<file path="src/rtl/pdb_pkg.sv">
package pdb_pkg;

  localparam int unsigned OFS_MASK = 'h00;
  localparam int unsigned OFS_STAT = 'h04;
  localparam int unsigned OFS_POSN = 'h08;
  localparam int unsigned OFS_BELL = 'h0C;

  typedef enum logic [1:0] {
    RSEL_ZERO = 2'd0,
    RSEL_MASK = 2'd1,
    RSEL_STAT = 2'd2,
    RSEL_POSN = 2'd3
  } rsel_e;

endpackage

</file>
<file path="src/rtl/pdb_decode.sv">
module pdb_decode
  import pdb_pkg::*;
#(
  parameter int ADDR_W = 8
) (
  input  logic              req_valid,
  input  logic              req_write,
  input  logic [ADDR_W-1:0] req_addr,
  output logic              mask_we,
  output logic              stat_we,
  output logic              stat_rd,
  output logic              bell_we,
  output logic              rd_en,
  output rsel_e             rd_sel
);

  logic [ADDR_W-1:0] word_addr;
  logic              rd_req;
  logic              wr_req;

  assign word_addr = req_addr & ~ADDR_W'(3);
  assign rd_req    = req_valid & ~req_write;
  assign wr_req    = req_valid &  req_write;

  always_comb begin
    mask_we = 1'b0;
    stat_we = 1'b0;
    stat_rd = 1'b0;
    bell_we = 1'b0;
    rd_sel  = RSEL_ZERO;
    unique case (word_addr)
      ADDR_W'(OFS_MASK): begin
        mask_we = wr_req;
        rd_sel  = RSEL_MASK;
      end
      ADDR_W'(OFS_STAT): begin
        stat_we = wr_req;
        stat_rd = rd_req;
        rd_sel  = RSEL_STAT;
      end
      ADDR_W'(OFS_POSN): rd_sel  = RSEL_POSN;
      ADDR_W'(OFS_BELL): bell_we = wr_req;
      default: ;
    endcase
  end

  assign rd_en = rd_req;

endmodule

</file>
<file path="src/rtl/pdb_irq.sv">
module pdb_irq #(
  parameter int DATA_W = 32,
  parameter int EVT_W  = 8
) (
  input  logic              clk,
  input  logic              rst_ni,
  input  logic              mask_we,
  input  logic              stat_we,
  input  logic              stat_rd,
  input  logic [DATA_W-1:0] wdata,
  input  logic              evt_valid,
  input  logic [EVT_W-1:0]  evt_data,
  output logic [DATA_W-1:0] mask_o,
  output logic [DATA_W-1:0] stat_o,
  output logic              irq_o
);

  logic [DATA_W-1:0] mask_q;
  logic [DATA_W-1:0] stat_q;
  logic [DATA_W-1:0] stat_d;
  logic              stat_en;

  // Priority low to high: read clear, bus write, local event.
  always_comb begin
    stat_d = stat_q;
    if (stat_rd)   stat_d = '0;
    if (stat_we)   stat_d = wdata;
    if (evt_valid) stat_d = DATA_W'(evt_data);
  end

  assign stat_en = stat_rd | stat_we | evt_valid;

  always_ff @(posedge clk or negedge rst_ni) begin
    if (!rst_ni)      stat_q <= '0;
    else if (stat_en) stat_q <= stat_d;
  end

  // Mask is outside the reset domain on purpose: it survives reset.
  always_ff @(posedge clk) begin
    if (mask_we) mask_q <= wdata;
  end

  assign mask_o = mask_q;
  assign stat_o = stat_q;
  assign irq_o  = |(stat_q & mask_q);

  p_evt_load_r4: assert property (@(posedge clk) disable iff (!rst_ni)
    evt_valid |=> stat_o == DATA_W'($past(evt_data)));

  p_rd_clear_r3: assert property (@(posedge clk) disable iff (!rst_ni)
    (stat_rd && !evt_valid && !stat_we) |=> stat_o == '0);

  p_irq_drop_r3: assert property (@(posedge clk) disable iff (!rst_ni)
    (stat_rd && !evt_valid && !stat_we) |=> !irq_o);

  p_stat_hold_r4: assert property (@(posedge clk) disable iff (!rst_ni)
    (!stat_rd && !stat_we && !evt_valid) |=> $stable(stat_o));

endmodule

</file>
<file path="src/rtl/pdb_ring.sv">
module pdb_ring #(
  parameter int NUM_PEERS = 4,
  parameter int DEST_W    = 16,
  parameter int VEC_W     = 8,
  localparam int VCNT_W   = VEC_W + 1,
  localparam int IDX_W    = (NUM_PEERS > 1) ? $clog2(NUM_PEERS) : 1
) (
  input  logic                        clk,
  input  logic                        rst_ni,
  input  logic                        bell_we,
  input  logic [DEST_W-1:0]           wr_dest,
  input  logic [VEC_W-1:0]            wr_vec,
  input  logic [DEST_W-1:0]           cfg_max_peer,
  input  logic [NUM_PEERS*VCNT_W-1:0] cfg_peer_vecs,
  output logic                        ntf_valid,
  output logic [DEST_W-1:0]           ntf_dest,
  output logic [VEC_W-1:0]            ntf_vec
);

  logic [VCNT_W-1:0] vcnt [NUM_PEERS];

  for (genvar g = 0; g < NUM_PEERS; g++) begin : g_unpack
    assign vcnt[g] = cfg_peer_vecs[g*VCNT_W +: VCNT_W];
  end

  logic              dest_known;
  logic              dest_in_tbl;
  logic [IDX_W-1:0]  idx;
  logic [VCNT_W-1:0] sel_cnt;
  logic              vec_ok;
  logic              accept;

  assign dest_known  = (wr_dest <= cfg_max_peer);
  assign dest_in_tbl = (32'(wr_dest) < 32'(NUM_PEERS));
  assign idx         = wr_dest[IDX_W-1:0];

  always_comb begin
    sel_cnt = '0;
    if (dest_in_tbl) sel_cnt = vcnt[idx];
  end

  assign vec_ok = ({1'b0, wr_vec} < sel_cnt);
  assign accept = bell_we & dest_known & dest_in_tbl & vec_ok;

  logic              vld_q;
  logic [DEST_W-1:0] dest_q;
  logic [VEC_W-1:0]  vec_q;

  always_ff @(posedge clk or negedge rst_ni) begin
    if (!rst_ni) vld_q <= 1'b0;
    else         vld_q <= accept;
  end

  always_ff @(posedge clk) begin
    if (accept) begin
      dest_q <= wr_dest;
      vec_q  <= wr_vec;
    end
  end

  assign ntf_valid = vld_q;
  assign ntf_dest  = dest_q;
  assign ntf_vec   = vec_q;

  p_ntf_cause_r6: assert property (@(posedge clk) disable iff (!rst_ni)
    ntf_valid |-> $past(bell_we));

  p_ntf_range_r7: assert property (@(posedge clk) disable iff (!rst_ni)
    ntf_valid |-> (ntf_dest <= $past(cfg_max_peer)));

  p_ntf_vec_r8: assert property (@(posedge clk) disable iff (!rst_ni)
    ntf_valid |-> ({1'b0, ntf_vec} < $past(sel_cnt)));

endmodule

</file>
<file path="src/rtl/pdb_regblock.sv">
module pdb_regblock
  import pdb_pkg::*;
#(
  parameter int NUM_PEERS = 4,
  parameter int ADDR_W    = 8,
  parameter int DATA_W    = 32,
  parameter int DEST_W    = 16,
  parameter int VEC_W     = 8,
  parameter int EVT_W     = 8,
  parameter int ID_W      = 16,
  localparam int VCNT_W   = VEC_W + 1
) (
  input  logic                        clk,
  input  logic                        rst_n,
  input  logic                        req_valid,
  input  logic                        req_write,
  input  logic [ADDR_W-1:0]           req_addr,
  input  logic [DATA_W-1:0]           req_wdata,
  output logic                        rd_valid,
  output logic [DATA_W-1:0]           rd_data,
  input  logic                        evt_valid,
  input  logic [EVT_W-1:0]            evt_data,
  input  logic [DEST_W-1:0]           cfg_max_peer,
  input  logic [NUM_PEERS*VCNT_W-1:0] cfg_peer_vecs,
  input  logic [ID_W-1:0]             cfg_own_id,
  input  logic                        cfg_mapped,
  output logic                        irq,
  output logic                        ntf_valid,
  output logic [DEST_W-1:0]           ntf_dest,
  output logic [VEC_W-1:0]            ntf_vec
);

  // Reset: asserts at once, releases after two clock edges.
  logic [1:0] rst_sync_q;
  logic       rst_q_n;

  always_ff @(posedge clk or negedge rst_n) begin
    if (!rst_n) rst_sync_q <= '0;
    else        rst_sync_q <= {rst_sync_q[0], 1'b1};
  end
  assign rst_q_n = rst_sync_q[1];

  logic  mask_we, stat_we, stat_rd, bell_we, rd_en;
  rsel_e rd_sel;

  pdb_decode #(.ADDR_W(ADDR_W)) u_dec (
    .req_valid (req_valid),
    .req_write (req_write),
    .req_addr  (req_addr),
    .mask_we   (mask_we),
    .stat_we   (stat_we),
    .stat_rd   (stat_rd),
    .bell_we   (bell_we),
    .rd_en     (rd_en),
    .rd_sel    (rd_sel)
  );

  logic [DATA_W-1:0] mask_v, stat_v;

  pdb_irq #(.DATA_W(DATA_W), .EVT_W(EVT_W)) u_irq (
    .clk       (clk),
    .rst_ni    (rst_q_n),
    .mask_we   (mask_we),
    .stat_we   (stat_we),
    .stat_rd   (stat_rd),
    .wdata     (req_wdata),
    .evt_valid (evt_valid),
    .evt_data  (evt_data),
    .mask_o    (mask_v),
    .stat_o    (stat_v),
    .irq_o     (irq)
  );

  pdb_ring #(.NUM_PEERS(NUM_PEERS), .DEST_W(DEST_W), .VEC_W(VEC_W)) u_ring (
    .clk           (clk),
    .rst_ni        (rst_q_n),
    .bell_we       (bell_we),
    .wr_dest       (req_wdata[DATA_W-1 -: DEST_W]),
    .wr_vec        (req_wdata[VEC_W-1:0]),
    .cfg_max_peer  (cfg_max_peer),
    .cfg_peer_vecs (cfg_peer_vecs),
    .ntf_valid     (ntf_valid),
    .ntf_dest      (ntf_dest),
    .ntf_vec       (ntf_vec)
  );

  logic [DATA_W-1:0] rdata_d, rdata_q;
  logic              rvld_q;

  always_comb begin
    unique case (rd_sel)
      RSEL_MASK: rdata_d = mask_v;
      RSEL_STAT: rdata_d = stat_v;
      RSEL_POSN: rdata_d = cfg_mapped ? DATA_W'(cfg_own_id) : '1;
      default:   rdata_d = '0;
    endcase
  end

  always_ff @(posedge clk or negedge rst_q_n) begin
    if (!rst_q_n) rvld_q <= 1'b0;
    else          rvld_q <= rd_en;
  end

  always_ff @(posedge clk) begin
    if (rd_en) rdata_q <= rdata_d;
  end

  assign rd_valid = rvld_q;
  assign rd_data  = rdata_q;

  p_rd_latency_r12: assert property (@(posedge clk) disable iff (!rst_q_n)
    rd_valid |-> $past(req_valid && !req_write));

  p_bell_silent_r10: assert property (@(posedge clk) disable iff (!rst_q_n)
    (req_valid && !req_write) |=> rd_valid);

endmodule

</file>
<file path="config.mk">
export PLATFORM = sky130hd
export DESIGN_NAME = pdb_regblock
export DESIGN_NICKNAME = d
export VERILOG_FILES = /design/src/rtl/pdb_pkg.sv /design/src/rtl/pdb_decode.sv /design/src/rtl/pdb_irq.sv /design/src/rtl/pdb_ring.sv /design/src/rtl/pdb_regblock.sv
export SDC_FILE = /design/constraint.sdc
export NUM_CORES = 1
export LEC_CHECK = 0
export BUFFER_PORTS_ARGS = -buffer_cell sky130_fd_sc_hd__buf_4
export CORE_UTILIZATION = 46
export DETAILED_ROUTE_END_ITERATION = 7
export GPL_TIMING_DRIVEN = 0
export PLACE_DENSITY = 0.84
export SYNTH_ARGS = -nofsm -noshare
export SYNTH_HDL_FRONTEND = slang
export SYNTH_SLANG_ARGS = --single-unit
export TNS_END_PERCENT = 5
</file>
<file path="constraint.sdc">
create_clock -name clk -period 1.4 [get_ports clk]
set_clock_uncertainty 0.05 [all_clocks]
set_input_delay 0.14 -clock clk [delete_from_list [all_inputs] [get_ports clk]]
set_output_delay 0.14 -clock clk [all_outputs]
set_load 0.02 [all_outputs]
</file>
==> flow_summary.html <==
<table>
<tr><th>Metric</th><th>Value</th></tr>
<tr><th colspan="2">Outcome</th></tr>
<tr><td>Status</td><td>finished with violations</td></tr>
<tr><td>Failing checks</td><td>negative setup slack</td></tr>
<tr><th colspan="2">STA</th></tr>
<tr><td>Unrepaired setup endpoints after global routing</td><td>true</td></tr>
<tr><td>Worst-margin pin slew</td><td>between 1 and 1.5 ns</td></tr>
<tr><td>Number of endpoints with negative hold slack in the final report</td><td>0</td></tr>
<tr><td>Number of slew-limit violations in the final report</td><td>0</td></tr>
<tr><td>Shortest clock period the worst path allows after layout</td><td>2.28 ns</td></tr>
<tr><td>Smallest setup slack after layout</td><td>-0.875 ns</td></tr>
<tr><td>Final-report setup violation count</td><td>60</td></tr>
<tr><td>Final critical-path share of the clock period</td><td>1.63</td></tr>
<tr><td>Max Freq</td><td>0.440 GHz</td></tr>
<tr><td>Setup_tns</td><td>-33.25 ns</td></tr>
<tr><td>Worst-case headroom to the max-slew limit</td><td>0.313</td></tr>
<tr><th colspan="2">Synth</th></tr>
<tr><td>Yosys top cell area share</td><td>0.462</td></tr>
<tr><td>Synthesis-stage register bit count</td><td>between 100 and 150</td></tr>
<tr><td>Largest cells by area after synthesis</td><td>edfxtp_1 46%, dfrtp_1 16%, ha_1 5.0%, a22o_1 4.0%, mux4_2 3.5%</td></tr>
<tr><td>Netlist area before placement</td><td>between 5000 and 6000 sq um</td></tr>
<tr><td>Top FF cell, synth</td><td>edfxtp_1</td></tr>
<tr><td>Count of warnings emitted by yosys</td><td>0</td></tr>
<tr><td>Share of async-settable or async-resettable flops after synthesis</td><td>0.290</td></tr>
<tr><td>Post-Synthesis Net Count</td><td>around 560</td></tr>
<tr><td>Count of flip-flops with a built-in enable after synthesis</td><td>88</td></tr>
<tr><td>Unique cell type count in the Yosys netlist</td><td>40</td></tr>
<tr><td>Sequential area share after synthesis</td><td>0.619</td></tr>
<tr><td>Cell count after synthesis</td><td>approximately 420</td></tr>
<tr><td>Post-Synthesis Mean Instance Area</td><td>13.7 sq um</td></tr>
<tr><td>Largest area contributor in the netlist</td><td>edfxtp_1</td></tr>
<tr><th colspan="2">Layout</th></tr>
<tr><td>Fraction of layout instances using a drive strength above 1</td><td>0.398</td></tr>
<tr><td>End-of-flow core utilization</td><td>0.722</td></tr>
<tr><td>Diode count</td><td>0</td></tr>
<tr><td>Nets</td><td>just over 800</td></tr>
<tr><td>Synth-to-Final Area Change</td><td>52.1%</td></tr>
<tr><td>Commonest cells after routing, fill and taps aside</td><td>178 x buf_4, 88 x edfxtp_1, 42 x dlygate4sd3_1</td></tr>
<tr><td>Commonest non-fill, non-tap cell in the layout</td><td>buf_4</td></tr>
<tr><th colspan="2">Setup path</th></tr>
<tr><td>Worst path arrival time</td><td>between 2 and 2.5 ns</td></tr>
<tr><td>Element type at the critical path start</td><td>flop</td></tr>
<tr><td>Worst Setup EP</td><td>irq</td></tr>
<tr><td>WS Path Type</td><td>reg2out</td></tr>
<tr><td>Max incr delay on CP</td><td>~0.54 ns</td></tr>
<tr><td>Critical path endpoint category</td><td>primary output</td></tr>
<tr><td>Endpoint of the lowest-slack register-to-register path</td><td>rd_data[4]</td></tr>
<tr><td>Register-to-register path setup slack</td><td>about 0.17 ns</td></tr>
<tr><td>First element of the critical path</td><td>u_irq.mask_o[17]</td></tr>
<tr><td>Cells along the critical path</td><td>a22o_1 &gt; a221oi_2 &gt; nand3_1 &gt; or4_4 &gt; buf_6</td></tr>
<tr><td>Critical register-to-register path startpoint</td><td>u_irq.mask_o[4]</td></tr>
<tr><td>Critical path fanouts, max</td><td>2</td></tr>
<tr><td>Worst path top cell family by delay</td><td>simple AND/OR/NAND/NOR gates</td></tr>
<tr><td>Combined buffer and inverter count along the critical path</td><td>1</td></tr>
<tr><td>Data required time of the critical path</td><td>approximately 1.2 ns</td></tr>
<tr><td>Standard cell with the maximum stage delay on the critical path</td><td>or4_4</td></tr>
<tr><td>Total number of cells along the worst setup path</td><td>5</td></tr>
<tr><td>Number of cell instances on the worst register-to-register path</td><td>3</td></tr>
<tr><th colspan="2">Global routing</th></tr>
<tr><td>Via count of the first global-routing pass</td><td>between 5000 and 6000</td></tr>
<tr><td>Total congestion overflow after global routing</td><td>0</td></tr>
<tr><td>Global-route total usage across every layer</td><td>0.294</td></tr>
<tr><td>Largest net degree at the start of global routing</td><td>35</td></tr>
<tr><td>Initial antenna violation count</td><td>0</td></tr>
<tr><td>Global-route wire length before repair</td><td>approximately 28000 microns</td></tr>
<tr><th colspan="2">Placement</th></tr>
<tr><td>Detailed placement HPWL</td><td>about 12000 microns</td></tr>
<tr><td>Quantity of I/O buffers inserted on ports</td><td>roughly 180</td></tr>
<tr><td>Routability congestion estimate from global placement</td><td>approximately 0.9</td></tr>
<tr><th colspan="2">Routing</th></tr>
<tr><td>Antenna Violating Nets Remaining</td><td>0</td></tr>
<tr><td>Initial DRC Count</td><td>approximately 450</td></tr>
<tr><td>Drt via density</td><td>slightly below 6</td></tr>
<tr><td>DR pass1 iterations</td><td>5</td></tr>
<tr><td>Vias after detailed routing</td><td>roughly 5000</td></tr>
<tr><td>Routed length per instance</td><td>~21 microns</td></tr>
<tr><td>Total Wirelength</td><td>roughly 18000 microns</td></tr>
<tr><td>DR DRC count</td><td>0</td></tr>
<tr><th colspan="2">CTS</th></tr>
<tr><td>Root buffer cell</td><td>clkbuf_16</td></tr>
<tr><td>Count of H-tree levels built during CTS</td><td>4</td></tr>
<tr><td>Clock tree from TritonCTS</td><td>done</td></tr>
<tr><td>Total CTS buffers</td><td>17</td></tr>
<tr><td>Clock latency at the later pin of the worst-skew pair</td><td>0.42 ns</td></tr>
<tr><td>Largest buffer count on any clock path</td><td>2</td></tr>
<tr><td>Clock sinks</td><td>124</td></tr>
<tr><td>CTS clock-pin slew for the worst setup and hold paths</td><td>0.05 ns</td></tr>
<tr><th colspan="2">Power</th></tr>
<tr><td>Portion of total power attributed to sequential cells</td><td>0.436</td></tr>
<tr><td>Switching share of power</td><td>0.216</td></tr>
<tr><td>Largest voltage drop on the vdd net</td><td>0.902 mV</td></tr>
<tr><td>Clock group share of total power</td><td>0.450</td></tr>
<tr><td>Internal power component</td><td>approximately 7.3 mW</td></tr>
<tr><td>Power per cell area</td><td>1070 nW/um^2</td></tr>
<tr><td>P_sw</td><td>between 2 and 2.5 mW</td></tr>
<tr><td>Share of total power in combinational logic</td><td>0.113</td></tr>
<tr><td>Leakage component of the power</td><td>3.74 nW</td></tr>
<tr><th colspan="2">Die</th></tr>
<tr><td>Row cnt</td><td>40</td></tr>
<tr><td>Total core area</td><td>12100 sq um</td></tr>
<tr><td>Starting density of the core</td><td>0.474</td></tr>
<tr><td>Floorplan die area</td><td>around 13000 sq um</td></tr>
<tr><td>Vertical die dimension</td><td>between 100 and 150 microns</td></tr>
<tr><td>Boundary pin count</td><td>between 150 and 200</td></tr>
<tr><td>Die Wd</td><td>between 100 and 150 microns</td></tr>
<tr><th colspan="2">Job</th></tr>
<tr><td>Max_cap viols</td><td>0</td></tr>
<tr><th colspan="2">Hold path</th></tr>
<tr><td>Hold Path Class</td><td>in2reg</td></tr>
</table>
==> flip-flops by register name, indices dropped and copies added, names as in the netlist <==
register / count
rd_valid: 1
u_irq.stat_o: 32
u_irq.mask_o: 32
u_ring.ntf_dest: 16
rst_sync_q: 2
u_ring.ntf_valid: 1
u_ring.ntf_vec: 8
rd_data: 32
==> how the worst min path moves through the flow <==
| stage | start | to | slack, ns | cells past startpoint |
|---|---|---|---|---|
| final | req_wdata[21] | u_irq.stat_o[21] | 0.04 | 3 |
| after global routing | req_wdata[21] | u_irq.stat_o[21] | 0.04 | 3 |
| after CTS | req_wdata[20] | u_irq.stat_o[20] | 0.03 | 3 |
| after detailed placement | rst_n | rst_sync_q[0] | -0.12 | 1 |
| after global placement | rst_n | rst_sync_q[0] | -0.13 | 1 |
| after floorplan | rst_n | rst_sync_q[0] | -0.21 | 0 |
==> cell usage after synthesis (12+ instances only) <==
cell	count
a22oi_1	12
edfxtp_1	88
mux2i_1	16
a221oi_1	18
nand2_1	31
nand2b_1	17
dfrtp_1	36
inv_1	24
a21oi_1	26
ha_1	23
o21ai_0	18
a22o_1	26
==> layout make-up <==
type                    count  area, sq um
multi-input cells         246         2070
fillers                   782         3350
well taps                 168          210
flip-flops and latches    124         3540
repair buffers            237         2010
clock buffers              23          478
plain buffers              26          210
inverters                  24         90.1
clock inverters             9         93.8
==> worst register-to-register path, stage by stage, from the launching register on <==
cell      delay [ns]
edfxtp_1        0.40
buf_4           0.15
a221oi_1        0.25
a21oi_1         0.09
==> power groups by stage <==
| stage | Combinational (mW) | Sequential [mW] | Clock [mW] |
|---|---|---|---|
| finish | 1.06 | 4.07 | 4.20 |
| floorplan | 0.353 | 4.15 | 0 |
| global placement | 0.828 | 4.13 | 0 |
| global route | 1.12 | 4.07 | 4.40 |
| CTS | 1.02 | 4.07 | 4.22 |
| detailed placement | 0.865 | 4.13 | 0 |
==> metal layers <==
| layer | part of all wire | global-route usage | vias up |
|---|---|---|---|
| met5 | 0 | 0 | - |
| met4 | 0.037 | 0.148 | 0 |
| met3 | 0.089 | 0.0664 | 56 |
| met2 | 0.50 | 0.493 | 330 |
| met1 | 0.37 | 0.359 | 2428 |
| li1 | - | - | 2175 |
==> repair_timing <==
item	4_1_cts	5_1_grt
resized for setup	34	11
endpoints found under the hold margin	86	0
setup buffers	15	2
gates cloned	2	0
pin swaps	14	9
endpoints found under the setup margin	72	90
hold buffers	42	0
==> cells by family (layout without fill, tap and decap cells) <==
logic type | Yosys count | after routing | synth area share
DFF | 124 | 124 | 0.619
adders and majority gates | 23 | 23 | 0.0503
AOI/OAI and AO/OA | 117 | 118 | 0.151
buffers and inverters | 50 | 319 | 0.0420
muxes | 25 | 25 | 0.0634
other | 1 | 1 | 0.000655
and+or+nand+nor | 79 | 79 | 0.0739
==> per-stage QoR <==
step / cells / hold WS (ns) / cell area, sq um / worst slack [ns] / power [mW]
after global placement: 763 / -0.127 / 7330 / -1.55 / 4.96
after floorplan: 419 / -0.206 / 5800 / -1.02 / 4.51
after detailed placement: 765 / -0.125 / 7360 / -1.61 / 5.00
final: 857 / 0.0446 / 8710 / -0.875 / 9.32
after CTS: 856 / 0.0252 / 8660 / -0.848 / 9.31
after global routing: 857 / 0.0426 / 8710 / -0.901 / 9.59
Power figures use the tool's default switching activity.
